==> src/rtl/uart9_rx_pkg.sv <==
package uart9_rx_pkg;
  typedef enum logic [1:0] {
    RX_IDLE  = 2'd0,
    RX_START = 2'd1,
    RX_DATA  = 2'd2,
    RX_STOP  = 2'd3
  } rx_state_e;
endpackage

==> src/rtl/uart9_rx_sampler.sv <==
module uart9_rx_sampler #(
  parameter int SYNC_STAGES = 2
) (
  input  logic clk,
  input  logic rst_n,
  input  logic rx_i,
  input  logic tick_i,
  output logic rx_s_o,
  output logic vote_o
);
  logic [SYNC_STAGES-1:0] sync_q;
  logic [1:0]             hist_q;

  // line synchroniser, resets to the idle level
  always_ff @(posedge clk or negedge rst_n) begin
    if (!rst_n) sync_q <= '1;
    else        sync_q <= {sync_q[SYNC_STAGES-2:0], rx_i};
  end

  assign rx_s_o = sync_q[SYNC_STAGES-1];

  // two previous tick samples; the current one completes the vote
  always_ff @(posedge clk or negedge rst_n) begin
    if (!rst_n)      hist_q <= 2'b11;
    else if (tick_i) hist_q <= {hist_q[0], rx_s_o};
  end

  assign vote_o = (hist_q[1] & hist_q[0]) | (hist_q[1] & rx_s_o) | (hist_q[0] & rx_s_o);
endmodule

==> src/rtl/uart9_rx_framer.sv <==
module uart9_rx_framer
  import uart9_rx_pkg::*;
#(
  parameter int OVS = 16,
  parameter int DW  = 9
) (
  input  logic          clk,
  input  logic          rst_n,
  input  logic          tick_i,
  input  logic          rx_s_i,
  input  logic          vote_i,
  output logic          done_o,
  output logic [DW-1:0] word_o,
  output logic          ferr_o
);
  localparam int CW = $clog2(OVS);
  localparam int BW = $clog2(DW);
  localparam logic [CW-1:0] MID_CNT  = CW'(OVS / 2 + 1);
  localparam logic [CW-1:0] LAST_CNT = CW'(OVS - 1);
  localparam logic [BW-1:0] LAST_BIT = BW'(DW - 1);

  rx_state_e     state_q;
  logic [CW-1:0] cnt_q;
  logic [BW-1:0] bit_q;
  logic [DW-1:0] shreg_q;
  logic          stop_q;

  always_ff @(posedge clk or negedge rst_n) begin
    if (!rst_n) begin
      state_q <= RX_IDLE;
      cnt_q   <= '0;
      bit_q   <= '0;
      shreg_q <= '0;
      stop_q  <= 1'b1;
      done_o  <= 1'b0;
      ferr_o  <= 1'b0;
    end else begin
      done_o <= 1'b0;
      if (tick_i) begin
        unique case (state_q)
          RX_IDLE: begin
            if (!rx_s_i) begin
              state_q <= RX_START;
              cnt_q   <= CW'(1);
            end
          end
          RX_START: begin
            cnt_q <= cnt_q + 1'b1;
            if (cnt_q == MID_CNT && vote_i) begin
              state_q <= RX_IDLE;
            end else if (cnt_q == LAST_CNT) begin
              state_q <= RX_DATA;
              cnt_q   <= '0;
              bit_q   <= '0;
            end
          end
          RX_DATA: begin
            cnt_q <= cnt_q + 1'b1;
            if (cnt_q == MID_CNT) shreg_q <= {vote_i, shreg_q[DW-1:1]};
            if (cnt_q == LAST_CNT) begin
              cnt_q <= '0;
              if (bit_q == LAST_BIT) state_q <= RX_STOP;
              else                   bit_q   <= bit_q + 1'b1;
            end
          end
          RX_STOP: begin
            cnt_q <= cnt_q + 1'b1;
            if (cnt_q == MID_CNT) stop_q <= vote_i;
            if (cnt_q == LAST_CNT) begin
              state_q <= RX_IDLE;
              cnt_q   <= '0;
              done_o  <= 1'b1;
              ferr_o  <= ~stop_q;
            end
          end
          default: state_q <= RX_IDLE;
        endcase
      end
    end
  end

  assign word_o = shreg_q;
endmodule

==> src/rtl/uart9_rx_buffer.sv <==
module uart9_rx_buffer #(
  parameter int DW = 9
) (
  input  logic          clk,
  input  logic          rst_n,
  input  logic          done_i,
  input  logic [DW-1:0] word_i,
  input  logic          ferr_i,
  input  logic          filter_en_i,
  input  logic          ready_i,
  output logic          valid_o,
  output logic [DW-1:0] data_o,
  output logic          ferr_o,
  output logic          overrun_o
);
  logic accept, pop;

  assign accept = done_i & (~filter_en_i | word_i[DW-1]);
  assign pop    = valid_o & ready_i;

  always_ff @(posedge clk or negedge rst_n) begin
    if (!rst_n) begin
      valid_o   <= 1'b0;
      data_o    <= '0;
      ferr_o    <= 1'b0;
      overrun_o <= 1'b0;
    end else begin
      if (pop) begin
        valid_o   <= 1'b0;
        overrun_o <= 1'b0;
      end
      if (accept) begin
        if (valid_o && !pop) begin
          overrun_o <= 1'b1;
        end else begin
          valid_o <= 1'b1;
          data_o  <= word_i;
          ferr_o  <= ferr_i;
        end
      end
    end
  end
endmodule

==> src/rtl/uart9_addr_rx.sv <==
module uart9_addr_rx #(
  parameter int OVS = 16,
  parameter int DW  = 9
) (
  input  logic          clk,
  input  logic          rst_n,
  input  logic          rx_i,
  input  logic          samp_tick_i,
  input  logic          addr_filter_en_i,
  output logic          out_valid_o,
  input  logic          out_ready_i,
  output logic [DW-1:0] out_data_o,
  output logic          frame_err_o,
  output logic          overrun_o
);
  logic          rx_sync, rx_vote;
  logic          frame_done, frame_ferr;
  logic [DW-1:0] frame_word;

  uart9_rx_sampler #(.SYNC_STAGES(2)) u_sampler (
    .clk    (clk),
    .rst_n  (rst_n),
    .rx_i   (rx_i),
    .tick_i (samp_tick_i),
    .rx_s_o (rx_sync),
    .vote_o (rx_vote)
  );

  uart9_rx_framer #(.OVS(OVS), .DW(DW)) u_framer (
    .clk    (clk),
    .rst_n  (rst_n),
    .tick_i (samp_tick_i),
    .rx_s_i (rx_sync),
    .vote_i (rx_vote),
    .done_o (frame_done),
    .word_o (frame_word),
    .ferr_o (frame_ferr)
  );

  uart9_rx_buffer #(.DW(DW)) u_buffer (
    .clk         (clk),
    .rst_n       (rst_n),
    .done_i      (frame_done),
    .word_i      (frame_word),
    .ferr_i      (frame_ferr),
    .filter_en_i (addr_filter_en_i),
    .ready_i     (out_ready_i),
    .valid_o     (out_valid_o),
    .data_o      (out_data_o),
    .ferr_o      (frame_err_o),
    .overrun_o   (overrun_o)
  );
endmodule

==> config.mk <==
export PLATFORM = sky130hd
export DESIGN_NAME = uart9_addr_rx
export DESIGN_NICKNAME = d
export VERILOG_FILES = /design/src/rtl/uart9_rx_pkg.sv /design/src/rtl/uart9_rx_sampler.sv /design/src/rtl/uart9_rx_framer.sv /design/src/rtl/uart9_rx_buffer.sv /design/src/rtl/uart9_addr_rx.sv
export SDC_FILE = /design/constraint.sdc
export NUM_CORES = 1
export LEC_CHECK = 0
export BUFFER_PORTS_ARGS = -buffer_cell sky130_fd_sc_hd__buf_2
export CORE_MARGIN = 4
export CORE_UTILIZATION = 30
export DETAILED_ROUTE_END_ITERATION = 10
export SETUP_SLACK_MARGIN = 0.1
export SLEW_MARGIN = 10
export SYNTH_ARGS = -nofsm -noshare
export SYNTH_HDL_FRONTEND = slang
export SYNTH_SLANG_ARGS = --single-unit
==> constraint.sdc <==
create_clock -name clk -period 3.1 [get_ports clk]
set_input_delay 0.62 -clock clk [delete_from_list [all_inputs] [get_ports clk]]
set_output_delay 0.62 -clock clk [all_outputs]
set_load 0.02 [all_outputs]
==> impl_metrics.csv, run 1 <==
group,metric,value,unit
cts,cts_buffer_depth,2,
worst_setup_path,cp.depth,4,
layout,multi_input_area,749,um^2
sta,hold_violations,0,
yosys,synth_area,1750,um^2
layout,drive_gt1_share,22.2,%
power_and_ir_drop,switchingPower,0.419,mW
global_routing,antenna_found_initial,0,
sta,fmax,558,MHz
yosys,synthFlopType,"dfrtp_1",
sta,final.setup.tns,0,ns
power_and_ir_drop,swShare,32.7,%
layout,final_common_cell,"dfrtp_1",
detailed_routing,drt-total-wl,2880,um
worst_setup_path,ff2ff_path_depth,4,
yosys,ys_ff_latch,38,
detailed_routing,drtIter0Drc,34,
yosys,synth-edff-count,0,
cts,cts_tree,"built",
yosys,ys_types,35,
detailed_routing,wire_per_inst,12.3,um
sta,setup_viol,0,
power_and_ir_drop,p_seq_share,48.4,%
cts,cts_root_buf,"clkbuf_8",
worst_setup_path,path_max_fanout,10,
yosys,syn_avg_cell_area,12.6,um^2
layout,final_nets,176,
worst_setup_path,arrival,1.96,ns
worst_setup_path,crit_path_cell_trace,"inv_1 -> ha_1 -> nand3_2 -> mux2_1",
global_routing,grt_use_total,8.89,%
yosys,syn_nets,154,
yosys,syn_inst,139,
power_and_ir_drop,power_density,640,nW/um^2
power_and_ir_drop,internal-power,0.861,mW
worst_setup_path,start_kind,"flop",
detailed_routing,ant_nets,0,
worst_setup_path,critPathTopFamily,"flip-flops",
global_routing,grt_pass1_vias,1101,
sta,worst_slack,1.31,ns
sta,rsz0062_at_grt,"no",
power_and_ir_drop,pwr-share-clk,25.6,%
power_and_ir_drop,p_leak,1.02,nW
cts,ctsResizeCount,0,
layout,seq_area,957,um^2
sta,period_minus_slack,1.79,ns
power_and_ir_drop,pwr-share-comb,26.0,%
global_routing,grt_pass1_wl,5080,um
die,die_y,84.4,um
placement,place_hpwl,2020,um
cts,cts_max_level,2,
layout,diodes,0,
sta,slew_violations,0,
hold_path,hp-class,"reg -> reg",
sta,clock-skew-final,0.00628,ns
yosys,ys_warn_count,0,
cts,cts_buffers,5,
die,die_area,7130,um^2
cts,clkTransAtPathRegs,0.07,ns
die,fp.dieW,84.4,um
die,floorplan.initialDensity,31.4,%
worst_setup_path,max_stage_delay,0.42,ns
worst_setup_path,critPathSlowestCell,"dfrtp_1",
yosys,async_flop_share,100,%
power_and_ir_drop,peakVddDrop,0.211,mV
layout,area_growth,14.1,%
placement,dp_slack,1.27,ns
die,fp.coreArea,5570,um^2
yosys,synth-seq-area-share,54.6,%
detailed_routing,drc,0,
global_routing,grt_overflow,0,
sta,slew-limit-headroom,45.7,%
detailed_routing,vias,1082,
detailed_routing,via_per_inst,4.62,
cts,cts.sinks,38,
job,drv_cap,0,
die,ioPinCount,18,
layout,fillers,559,
power_and_ir_drop,power.total,1.28,mW
worst_setup_path,cp_num_buf_inv,1,
detailed_routing,first_pass_iters,4,
cts,clk_latency,0.29,ns
sta,period_share,57.8,%
hold_path,hold_depth,0,
die,row_count,27,
worst_setup_path,worstSetupEndpointType,"flop",
cts,post_cts_buffers,0,
cts,ctsHoldBuffers,0,
sta,tightestPinTransition,0.814,ns
global_routing,grt_max_degree,39,
run_status,status,"complete, no violations",
layout,layout_common_cells,"dfrtp_1 (33), mux2_1 (20), buf_2 (17)",
placement,numPortBuffers,17,
layout,fin_cells,234,
placement,place_congestion,0.738,
worst_setup_path,crit_required,3.27,ns
placement,dp_cells,226,
worst_setup_path,critical_path_class,"reg -> reg",
## sequential cells by signal, indices dropped and copies added (netlist names), 2 cells and up, named ones only
signal,count
u_buffer.data_o,9
u_framer.bit_q,4
u_framer.cnt_q,4
u_framer.word_o,9
u_sampler.hist_q,2
u_sampler.sync_q,2
## cell families (layout without fill, tap and decap cells)
group,Yosys count,after routing,synth area share [%]
flip-flops,38,38,54.6
AO/OA/AOI/OAI,22,22,9.50
adder cells (fa/ha/maj),10,10,7.00
multiplexers,26,26,16.6
AND/OR/NAND/NOR,32,32,9.71
buffers and inverters,11,34,2.57
## power by group through the flow
stage / clock [mW] / sequential, mW / combinational [mW]
floorplan: 0 / 0.614 / 0.269
global placement: 0 / 0.626 / 0.338
detailed placement: 0 / 0.627 / 0.338
CTS: 0.339 / 0.619 / 0.340
global route: 0.356 / 0.630 / 0.385
finish: 0.328 / 0.619 / 0.333
## routing by layer
metal / global-route usage, % / share of wire [%]
met2: 13.3 / 45
met1: 11.3 / 48
met5: 0 / 0
met3: 3.14 / 4.7
met4: 4.75 / 2.5
## worst paths after layout
kind,from,endpoint,slack [ns]
hold / removal,u_sampler.sync_q[0],u_sampler.sync_q[1],0.36
setup / recovery,u_framer.state_q[0],u_framer.word_o[3],1.31
hold reg to reg,u_sampler.sync_q[0],u_sampler.sync_q[1],0.36
max in group asynchronous,rst_n,u_framer.word_o[2],2.17
min in group asynchronous,rst_n,u_buffer.ferr_o,0.42
setup reg to reg,u_framer.state_q[0],u_framer.word_o[3],1.31
## per-stage QoR
stage | area (um^2) | utilization, % | hold slack [ns]
finish | 2000 | 35.8 | 0.359
global route | 2000 | 35.8 | 0.360
CTS | 2000 | 35.8 | 0.359
detailed placement | 1920 | 34.4 | 0.349
global placement | 1920 | 34.4 | 0.346
floorplan | 1750 | - | 0.324
## synthesized netlist by cell type, types with 2 or more instances
cell type / instances / area, um^2
a21o_1: 4 / 30.0
a21oi_1: 4 / 20.0
a22o_1: 2 / 17.5
dfrtp_1: 33 / 826
dfstp_2: 5 / 131
ha_1: 9 / 113
inv_1: 9 / 33.8
mux2_1: 20 / 225
mux2_2: 4 / 45.0
mux2i_1: 2 / 20.0
nand2_1: 9 / 33.8
nand2b_1: 3 / 18.8
nand3_1: 7 / 35.0
nand4_1: 2 / 12.5
nor2_1: 3 / 11.3
o21ai_0: 2 / 10.0
o21ai_1: 2 / 10.0
or3_1: 2 / 12.5
## layout make-up
type	instances	area share (%)
sequential	38	47.9
inverter	9	1.69
tap	72	4.51
clock buffer	6	3.63
timing repair buffer	17	4.26
multi-input combinational	90	37.5
clock inverter	2	0.501
(Power assumes the default switching activity.)
==> inputs of run 2 (changes only) <==
- clock period: 3.1 -> 1.56 ns (I/O delays scaled with it)
==> run 2 against run 1 <==
Net effect:
- the flow now finishes with violations (negative setup slack)
- wire length grew 22%
- largest cell class unchanged
- worst setup slack lost 1.3 ns
- sequential share of layout area shrank 9.2 points
- first-iteration DRC count grew 8.8%
==> impl_metrics.csv, run 2 (synthesis results as in run 1) <==
group,metric,value,unit
placement,numPortBuffers,17,
detailed_routing,vias,1259,
detailed_routing,drc,0,
detailed_routing,drtIter0Drc,37,
job,drv_cap,0,
cts,cts.sinks,38,
detailed_routing,drt-total-wl,3500,um
sta,hold_ws,0.127,ns
layout,layout_common_cells,"dfrtp_1 (33), buf_4 (25), buf_2 (17)",
global_routing,grt_pass1_vias,1257,
sta,slew_violations,0,
worst_setup_path,arrival,1.82,ns
hold_path,hold_depth,1,
layout,diodes,0,
sta,worst_slack,-0.0315,ns
global_routing,antenna_found_initial,0,
worst_setup_path,worst-r2r-setup-slack,-0.03,ns
power_and_ir_drop,p_leak,1.23,nW
cts,cts_buffers,5,
sta,period_share,102,%
die,fp.dieW,84.4,um
die,die_area,7130,um^2
cts,cts_tree,"built",
run_status,status,"complete, but fails checks",
worst_setup_path,critical_path_class,"reg -> reg",
global_routing,grt_max_degree,22,
global_routing,grt_use_total,10.4,%
sta,rsz0062_at_grt,"yes",
placement,place_hpwl,2360,um
layout,final_nets,210,
run_status,violations,"negative setup slack",
cts,cts_buffer_depth,2,
power_and_ir_drop,peakVddDrop,0.623,mV
layout,fin_cells,268,
hold_path,worstHoldStart,"rx_i",
global_routing,grt_overflow,0,
global_routing,grt_pass1_wl,5960,um
sta,setup_viol,2,
placement,dp_cells,242,
die,row_count,27,
layout,drive_gt1_share,52.0,%
die,floorplan.initialDensity,31.4,%
sta,hold_violations,0,
cts,cts_max_level,2,
placement,place_congestion,0.712,
sta,fmax,628,MHz
detailed_routing,first_pass_iters,4,
power_and_ir_drop,power_density,1340,nW/um^2
placement,placed_area,2070,um^2
cts,clk_latency,0.28,ns
sta,slew-limit-headroom,70.8,%
die,fp.coreArea,5570,um^2
sta,clock-skew-final,0.00340,ns
hold_path,hp-class,"in -> reg",
worst_setup_path,worstSetupEndpointType,"flop",
detailed_routing,wire_per_inst,13.1,um
worst_setup_path,crit_required,1.78,ns
worst_setup_path,reg2reg_from,"u_framer.state_q[0]",
hold_path,hold_end,"u_sampler.sync_q[0]",
detailed_routing,via_per_inst,4.70,
worst_setup_path,path_max_fanout,5,
detailed_routing,ant_nets,0,
layout,final_common_cell,"dfrtp_1",
cts,cts_root_buf,"clkbuf_8",
sta,period_minus_slack,1.59,ns
die,die_y,84.4,um
cts,clkTransAtPathRegs,0.07,ns
die,ioPinCount,18,
layout,area_growth,41.2,%
layout,design_area,2470,um^2
worst_setup_path,ff2ff_path_depth,6,
sta,tightestPinTransition,0.438,ns
worst_setup_path,rr_endpoint,"u_framer.cnt_q[2]",
worst_setup_path,start_kind,"flop",
-- run 2: changes by cell type in the layout (fill, tap and decap cells not counted), sizes merged --
cell	previous run	this run
buf	17	49
nand3	8	9
dlygate4sd3	0	1
-- run 2: final cells by class --
| type | instances | area [um^2] |
|---|---|---|
| Clock buffer | 6 | 72.6 |
| Clock inverter | 2 | 10.0 |
| Fill cell | 516 | 3100 |
| Inverter | 9 | 33.8 |
| Multi-Input combinational cell | 91 | 931 |
| Sequential cell | 38 | 957 |
| Tap cell | 72 | 90.1 |
| Timing Repair Buffer | 50 | 379 |
-- run 2: per-layer routing --
layer	up-vias	routed length [um]	global-route usage [%]
met4	0	57	4.32
met1	618	1600	13.8
met5	-	0	0
li1	609	-	-
met3	7	161	2.45
met2	25	1680	16.4
-- run 2: critical path, stage by stage (launching register included) --
cell	delay, ns
dfrtp_1	0.38
inv_2	0.07
ha_4	0.16
a21bo_4	0.22
or3b_1	0.36
a221oi_2	0.24
a21o_1	0.11
-- run 2: metrics by stage --
stage	util [%]	TNS, ns	setup WS (ns)	power (mW)
floorplan	-	0	0.0143	1.85
global placement	37.2	-0.218	-0.0671	2.20
detailed placement	37.2	-0.319	-0.0652	2.20
CTS	41.5	-0.0462	-0.0284	3.07
global route	44.4	-0.607	-0.120	3.54
finish	44.4	-0.0459	-0.0315	3.32
-- run 2: worst max path at each step --
stage / from / endpoint / slack [ns] / cells past startpoint
3_5_place_dp: flop / u_framer.cnt_q[2] / -0.07 / 6
2_1_floorplan: u_framer.state_q[0] / u_framer.cnt_q[2] / 0.01 / 6
6_report: u_framer.state_q[0] / u_framer.cnt_q[2] / -0.03 / 6
3_3_place_gp: flop / u_framer.cnt_q[2] / -0.07 / 6
4_1_cts: u_framer.state_q[0] / u_framer.cnt_q[2] / -0.03 / 6
5_1_grt: u_framer.state_q[0] / u_framer.cnt_q[2] / -0.12 / 6
-- run 2: where the power goes --
part / leakage, nW / switching [mW] / internal, mW
clock network: 0.0450 / 0.328 / 0.310
logic: 0.681 / 0.629 / 0.795
registers: 0.505 / 0.139 / 1.11
-- run 2: repair_timing --
action / 4_1_cts / 5_1_grt
cloned: 1 / 0
resized for setup: 24 / 19
endpoints found under the setup margin: 17 / 21
pin swaps: 3 / 8
setup buffers: 6 / 10
hold buffers: 1 / 0
hold endpoints to repair: 13 / 0
